## src/rtl/sac_pkg.sv

```systemverilog
// Package: shared encodings for the delay-slot annulment controller.
// Assumes the annul option is a 2-bit field decoded from the branch encoding.
package sac_pkg;

    typedef enum logic [1:0] {
        ANN_NONE     = 2'b00,
        ANN_ON_FALL  = 2'b01,
        ANN_ON_TAKEN = 2'b10,
        ANN_ALWAYS   = 2'b11
    } annul_mode_e;

    // Returns 1 when the slot instructions of a branch must be squashed.
    function automatic logic slot_squash(annul_mode_e mode, logic taken);
        unique case (mode)
            ANN_NONE:     return 1'b0;
            ANN_ON_FALL:  return !taken;
            ANN_ON_TAKEN: return taken;
            default:      return 1'b1;
        endcase
    endfunction

endpackage

```

## src/rtl/sac_annul_decide.sv

```systemverilog
// Module: sac_annul_decide
// Purely combinational. It turns the annul option and the outcome of the
// resolving branch into a per-slot kill mask. It also works out how many
// slot instructions remain to be fetched before a redirect may take effect.
// Assumes slots_inflight counts slots already fetched and may exceed NSLOT
// only through a consumer error, in which case it is saturated.
module sac_annul_decide
    import sac_pkg::*;
#(
    parameter int NSLOT = 2,
    parameter int CNT_W = $clog2(NSLOT + 1)
) (
    input  annul_mode_e        mode,
    input  logic               taken,
    input  logic [CNT_W-1:0]   slots_inflight,
    output logic               squash,
    output logic [NSLOT-1:0]   kill_mask,
    output logic [CNT_W-1:0]   skip_cnt
);

    localparam logic [CNT_W-1:0] NSLOT_C = CNT_W'(NSLOT);

    logic [CNT_W-1:0] fetched_sat;

    // Decide squash for this branch from its own option and outcome.
    always_comb squash = slot_squash(mode, taken);

    // One kill bit per slot; every slot of the branch shares the decision.
    for (genvar gi = 0; gi < NSLOT; gi++) begin : g_slot
        assign kill_mask[gi] = squash;
    end

    // Saturate the in-flight count and derive the slots still to fetch.
    always_comb begin
        fetched_sat = (slots_inflight > NSLOT_C) ? NSLOT_C : slots_inflight;
        skip_cnt    = NSLOT_C - fetched_sat;
    end

endmodule

```

## src/rtl/sac_shadow.sv

```systemverilog
// Module: sac_shadow
// Tracks the window in which the slots of an annulling branch pass the
// resolve point. A branch seen there sits in a dead slot and is refused.
// Assumes one instruction reaches the resolve point per unstalled cycle.
module sac_shadow #(
    parameter int NSLOT = 2,
    parameter int CNT_W = $clog2(NSLOT + 1)
) (
    input  logic clk,
    input  logic rst_n,
    input  logic stall,
    input  logic br_valid,
    input  logic squash,
    output logic accept,
    output logic busy
);

    localparam logic [CNT_W-1:0] NSLOT_C = CNT_W'(NSLOT);

    logic [CNT_W-1:0] dead_left;

    // Window is open while dead slot instructions remain.
    always_comb busy = (dead_left != '0);

    // Accept a branch only if the pipeline moves and it is not in a dead slot.
    always_comb accept = br_valid && !stall && !busy;

    // Load the window on an annulling branch, count it down as the pipe moves.
    always_ff @(posedge clk) begin
        if (!rst_n) begin
            dead_left <= '0;
        end else if (accept) begin
            dead_left <= squash ? NSLOT_C : '0;
        end else if (!stall && busy) begin
            dead_left <= dead_left - 1'b1;
        end
    end

endmodule

```

## src/rtl/sac_out_stage.sv

```systemverilog
// Module: sac_out_stage
// Output register for kill, redirect and flush. It loads on an accepted
// branch that needs an action and drops after one unstalled cycle. It holds
// its value for as long as stall is high.
// Assumes load is never raised while stall is high.
module sac_out_stage #(
    parameter int ADDR_W = 32,
    parameter int NSLOT  = 2,
    parameter int CNT_W  = $clog2(NSLOT + 1)
) (
    input  logic              clk,
    input  logic              rst_n,
    input  logic              stall,
    input  logic              load,
    input  logic              taken,
    input  logic [ADDR_W-1:0] target,
    input  logic [NSLOT-1:0]  kill_in,
    input  logic [CNT_W-1:0]  skip_in,
    output logic [NSLOT-1:0]  kill_mask,
    output logic              redir_valid,
    output logic [ADDR_W-1:0] redir_target,
    output logic [CNT_W-1:0]  redir_skip,
    output logic              flush_young
);

    logic              vld_q;
    logic              taken_q;
    logic [ADDR_W-1:0] tgt_q;
    logic [NSLOT-1:0]  kill_q;
    logic [CNT_W-1:0]  skip_q;

    // Hold-or-retire result register.
    always_ff @(posedge clk) begin
        if (!rst_n) begin
            vld_q   <= 1'b0;
            taken_q <= 1'b0;
            tgt_q   <= '0;
            kill_q  <= '0;
            skip_q  <= '0;
        end else if (load) begin
            vld_q   <= 1'b1;
            taken_q <= taken;
            tgt_q   <= target;
            kill_q  <= kill_in;
            skip_q  <= skip_in;
        end else if (vld_q && !stall) begin
            vld_q   <= 1'b0;
            taken_q <= 1'b0;
            kill_q  <= '0;
        end
    end

    // Gate the stored result onto the ports.
    always_comb begin
        kill_mask    = vld_q ? kill_q : '0;
        redir_valid  = vld_q && taken_q;
        flush_young  = vld_q && taken_q;
        redir_target = tgt_q;
        redir_skip   = skip_q;
    end

    AST_HOLD_IN_STALL: assert property (@(posedge clk) disable iff (!rst_n)
        (vld_q && stall) |=> (vld_q && $stable(kill_mask) && $stable(redir_valid)
                              && $stable(redir_target) && $stable(redir_skip)));

    AST_ONE_CYCLE_PULSE: assert property (@(posedge clk) disable iff (!rst_n)
        (vld_q && !stall && !load) |=> !vld_q);

endmodule

```

## src/rtl/slot_annul_ctrl.sv

```systemverilog
// Module: slot_annul_ctrl (top)
// Resolves the delay-slot annul option of each branch against its outcome.
// It drives a registered per-slot kill mask, a fetch redirect with the
// count of slots still to fetch, and a flush of younger fall-through
// fetches. Assumes the resolve stage presents at most one branch per cycle
// and that condition and target evaluation are done upstream.
module slot_annul_ctrl
    import sac_pkg::*;
#(
    parameter int ADDR_W = 32,
    parameter int NSLOT  = 2,
    parameter int CNT_W  = $clog2(NSLOT + 1)
) (
    input  logic              clk,
    input  logic              rst_n,
    input  logic              stall,
    input  logic              br_valid,
    input  logic              br_taken,
    input  logic [ADDR_W-1:0] br_target,
    input  logic [1:0]        br_annul,
    input  logic [CNT_W-1:0]  slots_inflight,
    output logic [NSLOT-1:0]  kill_mask,
    output logic              redir_valid,
    output logic [ADDR_W-1:0] redir_target,
    output logic [CNT_W-1:0]  redir_skip,
    output logic              flush_young
);

    logic             squash;
    logic [NSLOT-1:0] kill_next;
    logic [CNT_W-1:0] skip_next;
    logic             accept;
    logic             dead_busy;
    logic             load;

    sac_annul_decide #(.NSLOT(NSLOT), .CNT_W(CNT_W)) u_decide (
        .mode           (annul_mode_e'(br_annul)),
        .taken          (br_taken),
        .slots_inflight (slots_inflight),
        .squash         (squash),
        .kill_mask      (kill_next),
        .skip_cnt       (skip_next)
    );

    sac_shadow #(.NSLOT(NSLOT), .CNT_W(CNT_W)) u_shadow (
        .clk      (clk),
        .rst_n    (rst_n),
        .stall    (stall),
        .br_valid (br_valid),
        .squash   (squash),
        .accept   (accept),
        .busy     (dead_busy)
    );

    // Only branches that squash or redirect need a result slot.
    always_comb load = accept && (squash || br_taken);

    sac_out_stage #(.ADDR_W(ADDR_W), .NSLOT(NSLOT), .CNT_W(CNT_W)) u_out (
        .clk          (clk),
        .rst_n        (rst_n),
        .stall        (stall),
        .load         (load),
        .taken        (br_taken),
        .target       (br_target),
        .kill_in      (kill_next),
        .skip_in      (skip_next),
        .kill_mask    (kill_mask),
        .redir_valid  (redir_valid),
        .redir_target (redir_target),
        .redir_skip   (redir_skip),
        .flush_young  (flush_young)
    );

    AST_NONE_KEEPS_SLOT: assert property (@(posedge clk) disable iff (!rst_n)
        (accept && br_annul == 2'b00) |=> (kill_mask == '0));

    AST_FALL_SQUASHES: assert property (@(posedge clk) disable iff (!rst_n)
        (accept && br_annul == 2'b01 && !br_taken) |=> (&kill_mask));

    AST_ALWAYS_SQUASHES: assert property (@(posedge clk) disable iff (!rst_n)
        (accept && br_annul == 2'b11) |=> (&kill_mask));

    AST_NO_REDIR_ON_FALL: assert property (@(posedge clk) disable iff (!rst_n)
        (accept && !br_taken) |=> !redir_valid);

    AST_DEAD_SLOT_BRANCH: assert property (@(posedge clk) disable iff (!rst_n)
        (dead_busy && br_valid && !stall) |=> !(redir_valid || flush_young || (|kill_mask)));

    AST_NO_REDIR_UNLESS_BRANCH: assert property (@(posedge clk) disable iff (!rst_n)
        $rose(redir_valid) |-> $past(br_valid));

endmodule

```

## config.mk

```make
export PLATFORM = sky130hd
export DESIGN_NAME = slot_annul_ctrl
export DESIGN_NICKNAME = d
export VERILOG_FILES = /design/src/rtl/sac_pkg.sv /design/src/rtl/sac_annul_decide.sv /design/src/rtl/sac_shadow.sv /design/src/rtl/sac_out_stage.sv /design/src/rtl/slot_annul_ctrl.sv
export SDC_FILE = /design/constraint.sdc
export NUM_CORES = 1
export LEC_CHECK = 0
export BUFFER_PORTS_ARGS = -buffer_cell sky130_fd_sc_hd__buf_4
export CAP_MARGIN = 25
export CORE_MARGIN = 2
export CORE_UTILIZATION = 45
export DETAILED_ROUTE_END_ITERATION = 8
export PLACE_DENSITY = 0.88
export SYNTH_ARGS = -nofsm -noshare
export SYNTH_HDL_FRONTEND = slang
export SYNTH_SLANG_ARGS = --single-unit
```

## constraint.sdc

```tcl
create_clock -name clk -period 1.8 [get_ports clk]
set_input_delay 0.09 -clock clk [delete_from_list [all_inputs] [get_ports clk]]
set_output_delay 0.09 -clock clk [all_outputs]
set_load 0.02 [all_outputs]
```

# Yosys cells after proc, flatten, opt, wreduce, memory -nomap -nowiden
# Index checks and enable logic that the tools add are counted.
[totals]
reg_bits = 40
in_bits = 41
output_inout_bits = 38
elab_cells = 36
[classes]
addsub = 2
order_cmp = 1
eq_ne = 2
muxes = 11
reduce_logical = 14
[ops]
columns = ["op", "count"]
rows = [
  ["2-bit two-way mux", 7],
  ["1-bit logical AND", 6],
  ["2-bit nonzero test", 3],
  ["1-bit logical NOT", 3],
  ["1-bit two-way mux", 3],
  ["1-bit case mux with 3 select lines", 1],
  ["2-bit by 1-bit == test with 1-bit output, second input constant", 1],
  ["2-bit == test, second input constant", 1],
  ["2-bit > comparator, second input constant", 1],
  ["2-bit logical NOT", 1],
  ["2-bit by 1-bit subtractor with 2-bit output, second input constant", 1],
  ["2-bit subtractor, first input constant", 1],
  ["1-bit logical OR", 1],
]

# Logic depth before layout (Yosys ltp)
# Gate-level depths: netlist (run 1).
[depth]
word_depth = 5
depth_mapped = 6
ltp_nobuf = 5

# Cells and area by module
# A second synthesis (run 1) with hierarchy kept.
[hier_totals]
cells_unflattened = 153
hier_area_um2 = 1684.1
[modules_own_cells]
columns = ["module", "n_inst", "cells_each", "area_per_inst_um2", "seq_area_each_um2"]
rows = [
  ["sac_out_stage", 1, 131, 1519.0, 760.7],
  ["sac_shadow", 1, 16, 117.6, 40.0],
  ["sac_annul_decide", 1, 5, 40.0, 0.0],
  ["slot_annul_ctrl", 1, 1, 7.5, 0.0],
]

# Worst setup path after synthesis (run 1)
# OpenSTA, ideal clock, no wires.
[synth_timing]
kind = "register to register"
startpoint = "register u_shadow.dead_left[0]"
endpoint = "register u_out.tgt_q[11], in the netlist u_out.redir_target[11]"
setup_ns = 0.072
arrival_time_ns = 1.274
required_time_ns = 1.728
slack_ns = 0.454
stages_incl_launch_ff = 7
n_path_buf = 1
period_less_slack_ns = 1.346
cell_sequence = "dfxtp_1 > inv_1 > ha_1 > nand3b_4 > nor2_8 > buf_6 > mux2i_1"
[synth_between]
elab_chain_cells = 4
[synth_lines]
columns = ["element", "line", "source"]
rows = [
  ["start: declaration", "sac_shadow.sv:20", "logic [CNT_W-1:0] dead_left;"],
  ["start signal: assignment", "sac_shadow.sv:33", "dead_left <= squash ? NSLOT_C : '0;"],
  ["start signal: assignment", "sac_shadow.sv:35", "dead_left <= dead_left - 1'b1;"],
  ["2-bit nonzero test", "sac_shadow.sv:23", "always_comb busy = (dead_left != '0);"],
  ["1-bit logical NOT", "sac_shadow.sv:26", "always_comb accept = br_valid && !stall && !busy;"],
  ["1-bit logical AND", "sac_shadow.sv:26", ""],
  ["1-bit logical AND", "slot_annul_ctrl.sv:56", "always_comb load = accept && (squash || br_taken);"],
  ["end signal: assignment", "sac_out_stage.sv:43", "tgt_q <= target;"],
  ["end: declaration", "sac_out_stage.sv:28", "logic [ADDR_W-1:0] tgt_q;"],
]
# No other way between the ends.
# A chain may end at the register's enable or synchronous reset.

# Worst setup path in the final report (run 1)
[layout_timing]
startpoint = "register u_shadow.dead_left[0]"
endpoint = "register u_out.tgt_q[10], in the netlist u_out.redir_target[10]"
# The elaborated chain is that of the path after synthesis.

==> results.ini, run 1 <==
[global_route]
track_usage_pct = 17.3
grt_overflow = 0
antenna_found_initial = 0
grt_pass1_wl_mm = 5.66
grt_pass1_vias = 1342
grt_start_max_net_pins = 76

[clock_tree]
cts.clk_slew.worst_paths_ns = 0.07
root_buffer = clkbuf_8
cts_tree = built
cts_sinks = 39
clk_latency_ns = 0.29
post_cts_resized = 0
clock_path_buffers = 2
cts_buffers = 5
htree_num_levels = 2
cts_hold_buf = 0
post_cts_buffers = 0

[sta]
period_share_pct = 83.9
finalMaxSlewViolations = 0
slew_headroom_pct = 55.2
rsz0062_at_grt = false
worst_pin_slew_ns = 0.672
hold_violations = 0
finalSetupViolCount = 0
fin_crit_ns = 1.51
fin_skew_ns = 0.00460
timing.fmax_mhz = 662
holdWs_ns = 0.0508
fin_setup_tns_ns = 0

[power]
power.share.clock_pct = 31.2
internal-power_w = 0.00138
p_sw_w = 0.000467
ir_drop_mv = 0.556
design_power_total_w = 0.00185
p_seq_share_pct = 50.3
power_frac_comb_pct = 18.5
swShare_pct = 25.2
power.density_nw_per_um2 = 787
leakagePower_nw = 1.07

[critical_path]
end_kind = flip-flop
r2r_start = u_shadow.dead_left[0]$_SDFFE_PN0P_
arrival_ns = 1.73
cp_max_fo = 10
crit_chain = inv_1 > ha_1 > nand3b_4 > nor2_8 > buf_4 > mux2i_1
r2r_end = u_out.redir_target[10]$_SDFFE_PN0P_
critPathRequiredTime_ns = 2.02
cpPeakStageDelay_ns = 0.32
reg2reg_slack_ns = 0.29
r2r_cells = 6
cp_slowest_cell = dfxtp_1
crit_type = flip-flop to flip-flop
startpoint = u_shadow.dead_left[0]$_SDFFE_PN0P_
startpoint_type = flip-flop
endpoint = u_out.redir_target[10]$_SDFFE_PN0P_

[die]
die-width_um = 64.7
start_util_pct = 46.0
coreArea_um2 = 3610
die_h_um = 64.7
die_area_um2 = 4190
core.rowCount = 22
io-pin-count = 79

[cells_and_area]
antennaDiodeCount = 0
areaGrowthSynthToFinish_pct = 41.7
final_util_pct = 65.3
drive_gt1_share_pct = 35.3
layout.cells.non_filler = 303
finalNetCount = 297

[logic_synthesis]
syn-cell-area_um2 = 1660
yosysTopAreaCell = dfxtp_1
seq_area_frac_synth_pct = 47.0
ys_ff_latch = 39
syn_nets = 222
ys_types = 25
synth_area_leaders = dfxtp_1 (47%), mux2i_1 (22%), nand2_1 (15%), buf_8 (1.8%), clkbuf_1 (1.6%)
yosys_warnings = 0
syn_inst = 180
synth_top_area_share_pct = 47.0
synth_area_per_cell_um2 = 9.22

[hold_path]
hp-class = primary input to flip-flop
worstHoldStart = br_target[6]
worstHoldPathCells = 3

[run_status]
outcome = complete, no violations

[route]
drc = 0
ant_nets = 0
firstDrtPassIters = 3
wl_per_cell_um = 11.1
routed-via-count = 1412
routed_wl_mm = 3.37
drt_iter0_drc = 56
viasPerCell = 4.66

[flow_run]
maxCapViolCount = 0

[place]
port_buffers = 78
dp_cells = 296
dp_hpwl_mm = 2.49
gp_congestion = 0.727

-- synthesized netlist by cell type --
master and n:
nand3b_4 1, o21ai_0 2, ha_1 1, inv_1 2, nand3_1 2, a21boi_0 1
nand2b_1 1, buf_6 1, o311a_1 1, buf_2 1, nor2_8 1, nand2_1 68
buf_4 2, clkbuf_1 7, nor2_1 3, o2bb2ai_1 1, buf_8 2, mux2i_1 36
o21a_1 1, or3_1 1, dfxtp_1 39, and2_1 3, nor2b_1 1, nand3b_1 1
o22ai_1 1
-- per-layer routing --
layer	track usage (%)	part of all wire [%]	up-vias
li1	-	-	731
met1	20.4	45	625
met2	28.7	47	50
met3	5.03	6.8	6
met4	7.98	1.5	0
met5	0	0	-
-- metrics by stage --
step	area, µm²	worst slack, ns
5_1_grt	2350	0.143
6_report	2350	0.290
2_1_floorplan	1660	0.454
3_3_place_gp	2270	0.341
4_1_cts	2350	0.265
3_5_place_dp	2270	0.284
-- layout make-up --
type | instances | area (µm²)
timing repair buffer | 81 | 633
fill | 286 | 1250
clock buffer | 6 | 82.6
sequential | 39 | 781
tap | 48 | 60.1
clock inverter | 1 | 5.00
multi-input combinational | 126 | 785
inverter | 2 | 7.51
-- registers in the layout, indices dropped and copies added, names as in the netlist --
name	count
u_out.redir_target	32
u_out.redir_skip	2
u_shadow.dead_left	2
u_out.kill_q	1
u_out.taken_q	1
u_out.vld_q	1
-- critical path, delay by kind of cell, from the launching register on --
kind	cells	cell delay [ns]
AND/OR/NAND/NOR	2	0.39
flip-flops	1	0.32
buffers and inverters	2	0.29
adder cells (fa/ha/maj)	1	0.24
multiplexers	1	0.19
-- layout by cell type (no fill, tap or decap), types with 2 or more instances in the layout --
master,instances
clkbuf_8,6
buf_4,79
o21ai_0,2
nor2_1,3
buf_12,2
inv_1,2
and2_1,3
nand3_1,2
dfxtp_1,39
mux2i_1,36
nand2_1,68
-- how the worst min path moves through the flow --
stage,to
3_3_place_gp,u_out.redir_target[20]$_SDFFE_PN0P_
2_1_floorplan,u_out.redir_target[0]$_SDFFE_PN0P_
6_report,u_out.redir_target[6]$_SDFFE_PN0P_
5_1_grt,u_out.redir_target[14]$_SDFFE_PN0P_
3_5_place_dp,u_out.redir_target[17]$_SDFFE_PN0P_
4_1_cts,u_out.redir_target[25]$_SDFFE_PN0P_
-- kinds of logic after synthesis --
family | share of synthesized area, %
and+or+nand+nor | 21.8
adders and majority gates | 0.753
AOI/OAI and AO/OA | 3.02
buffers and inverters | 5.73
muxes | 21.7
DFF | 47.0
-- power by group through the flow --
stage	combinational [W]	clock (W)	sequential, W
final	0.000342	0.000578	0.000931
after global routing	0.000372	0.000637	0.000935
after CTS	0.000347	0.000597	0.000931
after detailed placement	0.000346	0	0.000950
after global placement	0.000340	0	0.000948
after floorplan	0.000153	0	0.000992
Power figures use the tool's default switching activity.
==> inputs of run 2 (changes only) <==
--- a/config.mk
+++ b/config.mk
@@ -8,9 +8,9 @@
 export BUFFER_PORTS_ARGS = -buffer_cell sky130_fd_sc_hd__buf_4
 export CAP_MARGIN = 25
 export CORE_MARGIN = 2
-export CORE_UTILIZATION = 45
+export CORE_UTILIZATION = 41
 export DETAILED_ROUTE_END_ITERATION = 8
-export PLACE_DENSITY = 0.88
+export PLACE_DENSITY = 0.85
 export SYNTH_ARGS = -nofsm -noshare
 export SYNTH_HDL_FRONTEND = slang
 export SYNTH_SLANG_ARGS = --single-unit
==> constraint.sdc (replaced) <==
create_clock -name clk -period 1.3 [get_ports clk]
set_input_delay 0.065 -clock clk [delete_from_list [all_inputs] [get_ports clk]]
set_output_delay 0.065 -clock clk [all_outputs]
set_load 0.02 [all_outputs]
==> run 2 against run 1 <==
Against the previous run:
- sequential power is 39% higher
- maximum frequency rose by 18%
- combinational power grew 57%
- sequential share of layout area decreased by 1.8 points
- worst setup slack got worse by 0.27 ns
- final area is 5.8% higher
- utilization shrank 2.1 points
- non-clock buffer count rose by 6
- register-to-register slack worse by 0.27 ns
- clock power increased by 51%
- total power increased by 46%
- critical path type unchanged
- critical endpoint is now u_out.redir_target[5]$_SDFFE_PN0P_
- highest routed layer unchanged
==> results.ini, run 2 (same netlist as run 1, synthesis figures left out) <==
[die]
coreArea_um2 = 3940  ; was 3610 µm²
core.rowCount = 23  ; was 22
io-pin-count = 79  ; unchanged
start_util_pct = 42.1  ; was 46.0%
die-width_um = 67.6  ; was 64.7 µm
die_area_um2 = 4570  ; was 4190 µm²
die_h_um = 67.6  ; was 64.7 µm

[route]
routed-via-count = 1460  ; was 1,412
viasPerCell = 4.68  ; was 4.66
drc = 0  ; unchanged
met3RoutedLength_um = 302  ; was 229 µm
ant_nets = 0  ; unchanged
routed_wl_mm = 3.68  ; was 3.37 mm
firstDrtPassIters = 4  ; was 3
highest_layer = met4  ; unchanged
wl_met1_mm = 1.64  ; was 1.52 mm
drt_iter0_drc = 44  ; was 56
wl_per_cell_um = 11.8  ; was 11.1 µm
met2_length_mm = 1.72  ; was 1.57 mm

[cells_and_area]
layout_common_cells = buf_4 (81), nand2_1 (68), dfxtp_1 (38), mux2i_1 (35), clkbuf_8 (7)  ; was buf_4 (79), nand2_1 (68), dfxtp_1 (39), mux2i_1 (36), clkbuf_8 (6)
finalNetCount = 303  ; was 297
final_util_pct = 63.2  ; was 65.3%
largest_register_ffs = 32  ; unchanged
layout_commonest_cell = buf_4  ; unchanged
nFillCells = 345  ; was 286
drive_gt1_share_pct = 38.5  ; was 35.3%
antennaDiodeCount = 0  ; unchanged
areaGrowthSynthToFinish_pct = 50.0  ; was 41.7%

[place]
gp_congestion = 0.732  ; was 0.727
port_buffers = 78  ; unchanged
dp_hpwl_mm = 2.69  ; was 2.49 mm
pre_cts_ws_ns = 0.0103  ; was 0.284 ns

[sta]
period_share_pct = 98.2  ; was 83.9%
finalSetupViolCount = 0  ; unchanged
worst_pin_slew_ns = 0.372  ; was 0.672 ns
timing.fmax_mhz = 783  ; was 662 MHz
rsz0062_at_grt = true  ; was false
worst_slack_ns = 0.0236  ; was 0.290 ns
finalMaxSlewViolations = 0  ; unchanged
holdWs_ns = 0.0326  ; was 0.0508 ns
fin_skew_ns = 0.00179  ; was 0.00460 ns
slew_headroom_pct = 75.1  ; was 55.2%
fin_crit_ns = 1.28  ; was 1.51 ns
hold_violations = 0  ; unchanged

[clock_tree]
clk_latency_ns = 0.28  ; was 0.29 ns
cts_buffers = 5  ; unchanged
cts_sinks = 39  ; unchanged
cts_tree = built  ; unchanged
cts.clk_slew.worst_paths_ns = 0.07  ; about the same
htree_num_levels = 2  ; unchanged
clock_path_buffers = 2  ; unchanged
root_buffer = clkbuf_8  ; unchanged

[critical_path]
r2r_start = u_shadow.dead_left[0]$_SDFFE_PN0P_  ; unchanged
crit_type = flip-flop to flip-flop  ; unchanged
startpoint = u_shadow.dead_left[0]$_SDFFE_PN0P_  ; unchanged
end_kind = flip-flop  ; unchanged
crit_family = flip-flops  ; was simple AND/OR/NAND/NOR gates
cp_max_fo = 11  ; was 10
startpoint_type = flip-flop  ; unchanged
path_buf_inv = 2  ; unchanged
arrival_ns = 1.49  ; was 1.73 ns
cp_slowest_cell = dfxtp_2  ; was dfxtp_1
cpPeakStageDelay_ns = 0.33  ; was 0.32 ns
critPathRequiredTime_ns = 1.51  ; was 2.02 ns
crit_chain = inv_2 > ha_4 > nand3b_4 > nor2_8 > buf_12 > mux2i_1  ; was inv_1 > ha_1 > nand3b_4 > nor2_8 > buf_4 > mux2i_1

[global_route]
grt_pass1_vias = 1359  ; was 1,342
grt_pass1_wl_mm = 5.69  ; was 5.66 mm
antenna_found_initial = 0  ; unchanged
grt_start_max_net_pins = 33  ; was 76
track_usage_pct = 16.5  ; was 17.3%
grt_overflow = 0  ; unchanged

[power]
power.density_nw_per_um2 = 1080  ; was 787 nW/µm²
design_power_total_w = 0.00270  ; was 0.00185 W
leakagePower_nw = 1.13  ; was 1.07 nW
ir_drop_mv = 0.647  ; was 0.556 mV

[hold_path]
worstHoldStart = br_target[21]  ; was br_target[6]
hp-class = primary input to flip-flop  ; unchanged

[flow_run]
maxCapViolCount = 0  ; unchanged

[run_status]
outcome = complete, no violations  ; unchanged

==> run 2: changes by cell type in the layout (fill, tap and decap cells not counted), moves of 2 or more <==
cell       before  now
clkbuf_16       0    2
inv_1           2    0
buf_12          2    4
buf_4          79   81
inv_2           0    2
==> run 2: power breakdown <==
part           internal (W)  switching (W)  leakage [nW]
clock network      0.000484       0.000388        0.0515
registers           0.00126      0.0000325         0.318
logic              0.000288       0.000248         0.757
==> run 2: timing repair <==
| item | CTS | global route |
|---|---|---|
| setup endpoints to repair | 0 | 35 |
| gates resized for setup | 0 | 5 |
| hold buffers | 0 | 0 |
| setup buffers | 0 | 1 |
==> run 2: final cells by class <==
cell class	instances	area (µm²)	share of cell area [%]
Multi-Input combinational cell	126	801	32.1
Sequential cell	39	782	31.4
Timing Repair Buffer	87	738	29.6
Clock buffer	8	100	4.02
Tap cell	50	62.6	2.51
Inverter	2	7.51	0.301
==> run 2: tightest hold or removal path, cell delays in order <==
cell     delay [ns]
buf_4          0.11
nand2_1        0.04
mux2i_1        0.05
==> run 2: path summary, 6_finish.rpt <==
kind / to / depth (start not counted) / slack (ns)
max reg2reg: u_out.redir_target[5]$_SDFFE_PN0P_ / 6 / 0.02
min: u_out.redir_target[21]$_SDFFE_PN0P_ / 3 / 0.03
min reg2reg: u_out.redir_target[16]$_SDFFE_PN0P_ / 2 / 0.46
max: u_out.redir_target[5]$_SDFFE_PN0P_ / 6 / 0.02
==> run 2: per-layer routing <==
layer | vias up | track usage [%]
met5 | - | 0
met4 | 0 | 6.89
met3 | 4 | 4.67
met2 | 51 | 28.1
met1 | 659 | 19.3
li1 | 746 | -
==> run 2: per-stage QoR <==
stage | instance area (µm²) | instances | setup TNS (ns)
finish | 2490 | 312 | 0
global route | 2490 | 312 | -0.745
CTS | 2420 | 309 | 0
detailed placement | 2320 | 301 | 0
global placement | 2320 | 301 | 0
floorplan | 1660 | 180 | 0
==> inputs of run 3 (changes only) <==
--- a/config.mk
+++ b/config.mk
@@ -5,10 +5,11 @@
 export SDC_FILE = /design/constraint.sdc
 export NUM_CORES = 1
 export LEC_CHECK = 0
+export ABC_AREA = 1
 export BUFFER_PORTS_ARGS = -buffer_cell sky130_fd_sc_hd__buf_4
 export CAP_MARGIN = 25
 export CORE_MARGIN = 2
-export CORE_UTILIZATION = 41
+export CORE_UTILIZATION = 40
 export DETAILED_ROUTE_END_ITERATION = 8
 export PLACE_DENSITY = 0.85
 export SYNTH_ARGS = -nofsm -noshare
==> run 3 against run 2 <==
Against the previous run:
- largest cell class is now non-clock buffers
- clock skew up 0.0015 ns
- combinational power is 51% higher
- routed wire length grew 4.5%
- the run now ends with negative setup slack left
- worst setup slack worse by 0.039 ns
- area after synthesis is 9.8% lower
- critical endpoint is now u_out.redir_target[29]$_SDFFE_PN0P_
==> results.ini, run 3 <==
[die]
io-pin-count = 79  ; unchanged
start_util_pct = 41.2  ; was 42.1%
die-width_um = 65.2  ; was 67.6 µm
coreArea_um2 = 3630  ; was 3940 µm²
die_area_um2 = 4250  ; was 4570 µm²
core.rowCount = 22  ; was 23
die_h_um = 65.2  ; was 67.6 µm

[logic_synthesis]
syn_nets = 235  ; was 222
ys_ff_latch = 39  ; unchanged
synth_top_area_share_pct = 52.1  ; was 47.0%
syn_inst = 193  ; was 180
synth_edf_count = 0  ; unchanged
seq_area_frac_synth_pct = 52.1  ; was 47.0%
syn-cell-area_um2 = 1500  ; was 1660 µm²
ys.flop_type = dfxtp_1  ; unchanged
async_flop_share_pct = 0  ; unchanged
synth_area_per_cell_um2 = 7.76  ; was 9.22 µm²
yosysMostFrequentCell = nor2_1  ; was nand2_1
yosysTopAreaCell = dfxtp_1  ; unchanged
ys_types = 16  ; was 25
synth_area_leaders = dfxtp_1 (52%), nor2_1 (18%), o21ai_1 (9.0%), buf_6 (5.3%), o21ai_0 (3.3%)  ; was dfxtp_1 (47%), mux2i_1 (22%), nand2_1 (15%), buf_8 (1.8%), clkbuf_1 (1.6%)
yosys_warnings = 0  ; unchanged
synth_common_cells = nor2_1 (73), dfxtp_1 (39), o21ai_1 (27)  ; was nand2_1 (68), dfxtp_1 (39), mux2i_1 (36)

[global_route]
grt_start_max_net_pins = 38  ; was 33
grt_overflow = 0  ; unchanged
track_usage_pct = 16.4  ; was 16.5%
grt_pass1_wl_mm = 5.49  ; was 5.69 mm
grt_pass1_vias = 1333  ; was 1,359
antenna_found_initial = 0  ; unchanged

[place]
dp_hpwl_mm = 2.42  ; was 2.69 mm
gp_congestion = 0.690  ; was 0.732
dp_cells = 313  ; was 301
port_buffers = 78  ; unchanged

[sta]
fin_skew_ns = 0.00332  ; was 0.00179 ns
fin_crit_ns = 1.32  ; was 1.28 ns
period_share_pct = 101  ; was 98.2%
finalMaxSlewViolations = 0  ; unchanged
timing.fmax_mhz = 760  ; was 783 MHz
rsz0062_at_grt = true  ; unchanged
finalSetupViolCount = 7  ; was 0
worst_slack_ns = -0.0151  ; was 0.0236 ns
hold_violations = 0  ; unchanged
slew_headroom_pct = 73.3  ; was 75.1%
worst_pin_slew_ns = 0.400  ; was 0.372 ns

[route]
drt_iter0_drc = 73  ; was 44
ant_nets = 0  ; unchanged
routed_wl_mm = 3.85  ; was 3.68 mm
routed-via-count = 1500  ; was 1,460
firstDrtPassIters = 4  ; unchanged
viasPerCell = 4.56  ; was 4.68
drc = 0  ; unchanged
wl_per_cell_um = 11.7  ; was 11.8 µm

[power]
ir_drop_mv = 0.744  ; was 0.647 mV
leakagePower_nw = 1.16  ; was 1.13 nW
power.density_nw_per_um2 = 1200  ; was 1080 nW/µm²

[cells_and_area]
antennaDiodeCount = 0  ; unchanged
drive_gt1_share_pct = 47.3  ; was 38.5%
layout.cells.non_filler = 329  ; was 312
finalNetCount = 322  ; was 303
nFillCells = 329  ; was 345
final_util_pct = 67.7  ; was 63.2%
largest_register_ffs = 32  ; unchanged
regArea_um2 = 783  ; was 782 µm²
layout_commonest_cell = buf_4  ; unchanged
layout_common_cells = buf_4 (84), nor2_1 (62), dfxtp_1 (37), o21ai_1 (23)  ; was buf_4 (81), nand2_1 (68), dfxtp_1 (38), mux2i_1 (35), clkbuf_8 (7)
areaGrowthSynthToFinish_pct = 64.2  ; was 50.0%
multi_input_area_um2 = 666  ; was 801 µm²

[hold_path]
hp-class = primary input to flip-flop  ; unchanged

[clock_tree]
cts.clk_slew.worst_paths_ns = 0.07  ; about the same
root_buffer = clkbuf_8  ; unchanged
cts_hold_buf = 0  ; unchanged
cts_sinks = 39  ; unchanged
htree_num_levels = 2  ; unchanged
clk_latency_ns = 0.28  ; about the same
clock_path_buffers = 2  ; unchanged
cts_buffers = 5  ; unchanged
cts_tree = built  ; unchanged

[critical_path]
crit_type = flip-flop to flip-flop  ; unchanged
arrival_ns = 1.49  ; about the same
critPathRequiredTime_ns = 1.48  ; was 1.51 ns
end_kind = flip-flop  ; unchanged
startpoint_type = flip-flop  ; unchanged
cp_max_fo = 9  ; was 11

[run_status]
outcome = finished, violations left  ; was complete, no violations
violations = negative setup slack

[flow_run]
maxCapViolCount = 0  ; unchanged

-- run 3: changes by cell type after synthesis, moves of 6 or more --
cell     previous run  this run
o21ai_0             2        10
inv_1               2        10
mux2i_1            36         0
o21ai_1             0        27
nand2_1            68         8
buf_6               1         7
a21oi_1             0         6
nor2_1              3        73
-- run 3: final cells by class --
class | instances | area share [%]
Timing Repair Buffer | 93 | 33.2
Sequential cell | 39 | 31.8
Multi-Input combinational cell | 130 | 27.1
Clock buffer | 6 | 2.95
Tap cell | 48 | 2.44
Inverter | 11 | 1.98
Clock inverter | 2 | 0.509
-- run 3: layer usage --
layer	GRT usage, %	share of wire [%]	vias to the layer above
li1	-	-	782
met1	18.7	42	665
met2	29.5	51	47
met3	3.60	5.3	6
met4	7.03	1.7	0
met5	0	0	-
-- run 3: metrics by stage --
stage	worst slack (ns)	total power, W	hold WS (ns)	instance area, µm²	TNS, ns
2_1_floorplan	0.00696	0.00175	0.210	1500	0
3_3_place_gp	0.0126	0.00202	0.298	2110	0
3_5_place_dp	-0.0694	0.00204	0.306	2110	-0.625
4_1_cts	0.00848	0.00282	0.00550	2210	0
5_1_grt	-0.0870	0.00311	0.0173	2460	-1.95
6_report	-0.0151	0.00295	0.00788	2460	-0.0651
-- run 3: final timing paths --
path	from	end	cells past startpoint	slack [ns]
hold / removal	br_target[26]	u_out.redir_target[26]$_SDFFE_PN0P_	3	0.008
setup / recovery	u_shadow.dead_left[1]$_SDFFE_PN0P_	u_out.redir_target[29]$_SDFFE_PN0P_	8	-0.02
hold reg to reg	u_out.redir_target[5]$_SDFFE_PN0P_	u_out.redir_target[5]$_SDFFE_PN0P_	2	0.47
setup reg to reg	u_shadow.dead_left[1]$_SDFFE_PN0P_	u_out.redir_target[29]$_SDFFE_PN0P_	8	-0.02
-- run 3: report_power, final --
part	switching (W)	internal, W
clock	0.000404	0.000375
sequential	0.0000588	0.00130
combinational	0.000399	0.000411
-- run 3: cell families after synthesis --
logic type	synth area share, %
flops	52.1
compound gates	14.4
simple gates	22.6
fa+ha+maj	0.835
buf+inv	10.1
-- run 3: what timing repair did --
action	in CTS	in global routing
buffers inserted	0	3
gates cloned	0	5
pin swaps	0	24
resized for setup	7	40
endpoints found under the setup margin	35	36
-- run 3: worst max-delay path, cell delays in order, from the launching register on --
cell       delay, ns
dfxtp_2         0.32
inv_2           0.06
ha_4            0.15
nand2_4         0.06
nor2_4          0.13
nand2_4         0.12
clkbuf_16       0.19
o21ai_1         0.12
nor2_1          0.06
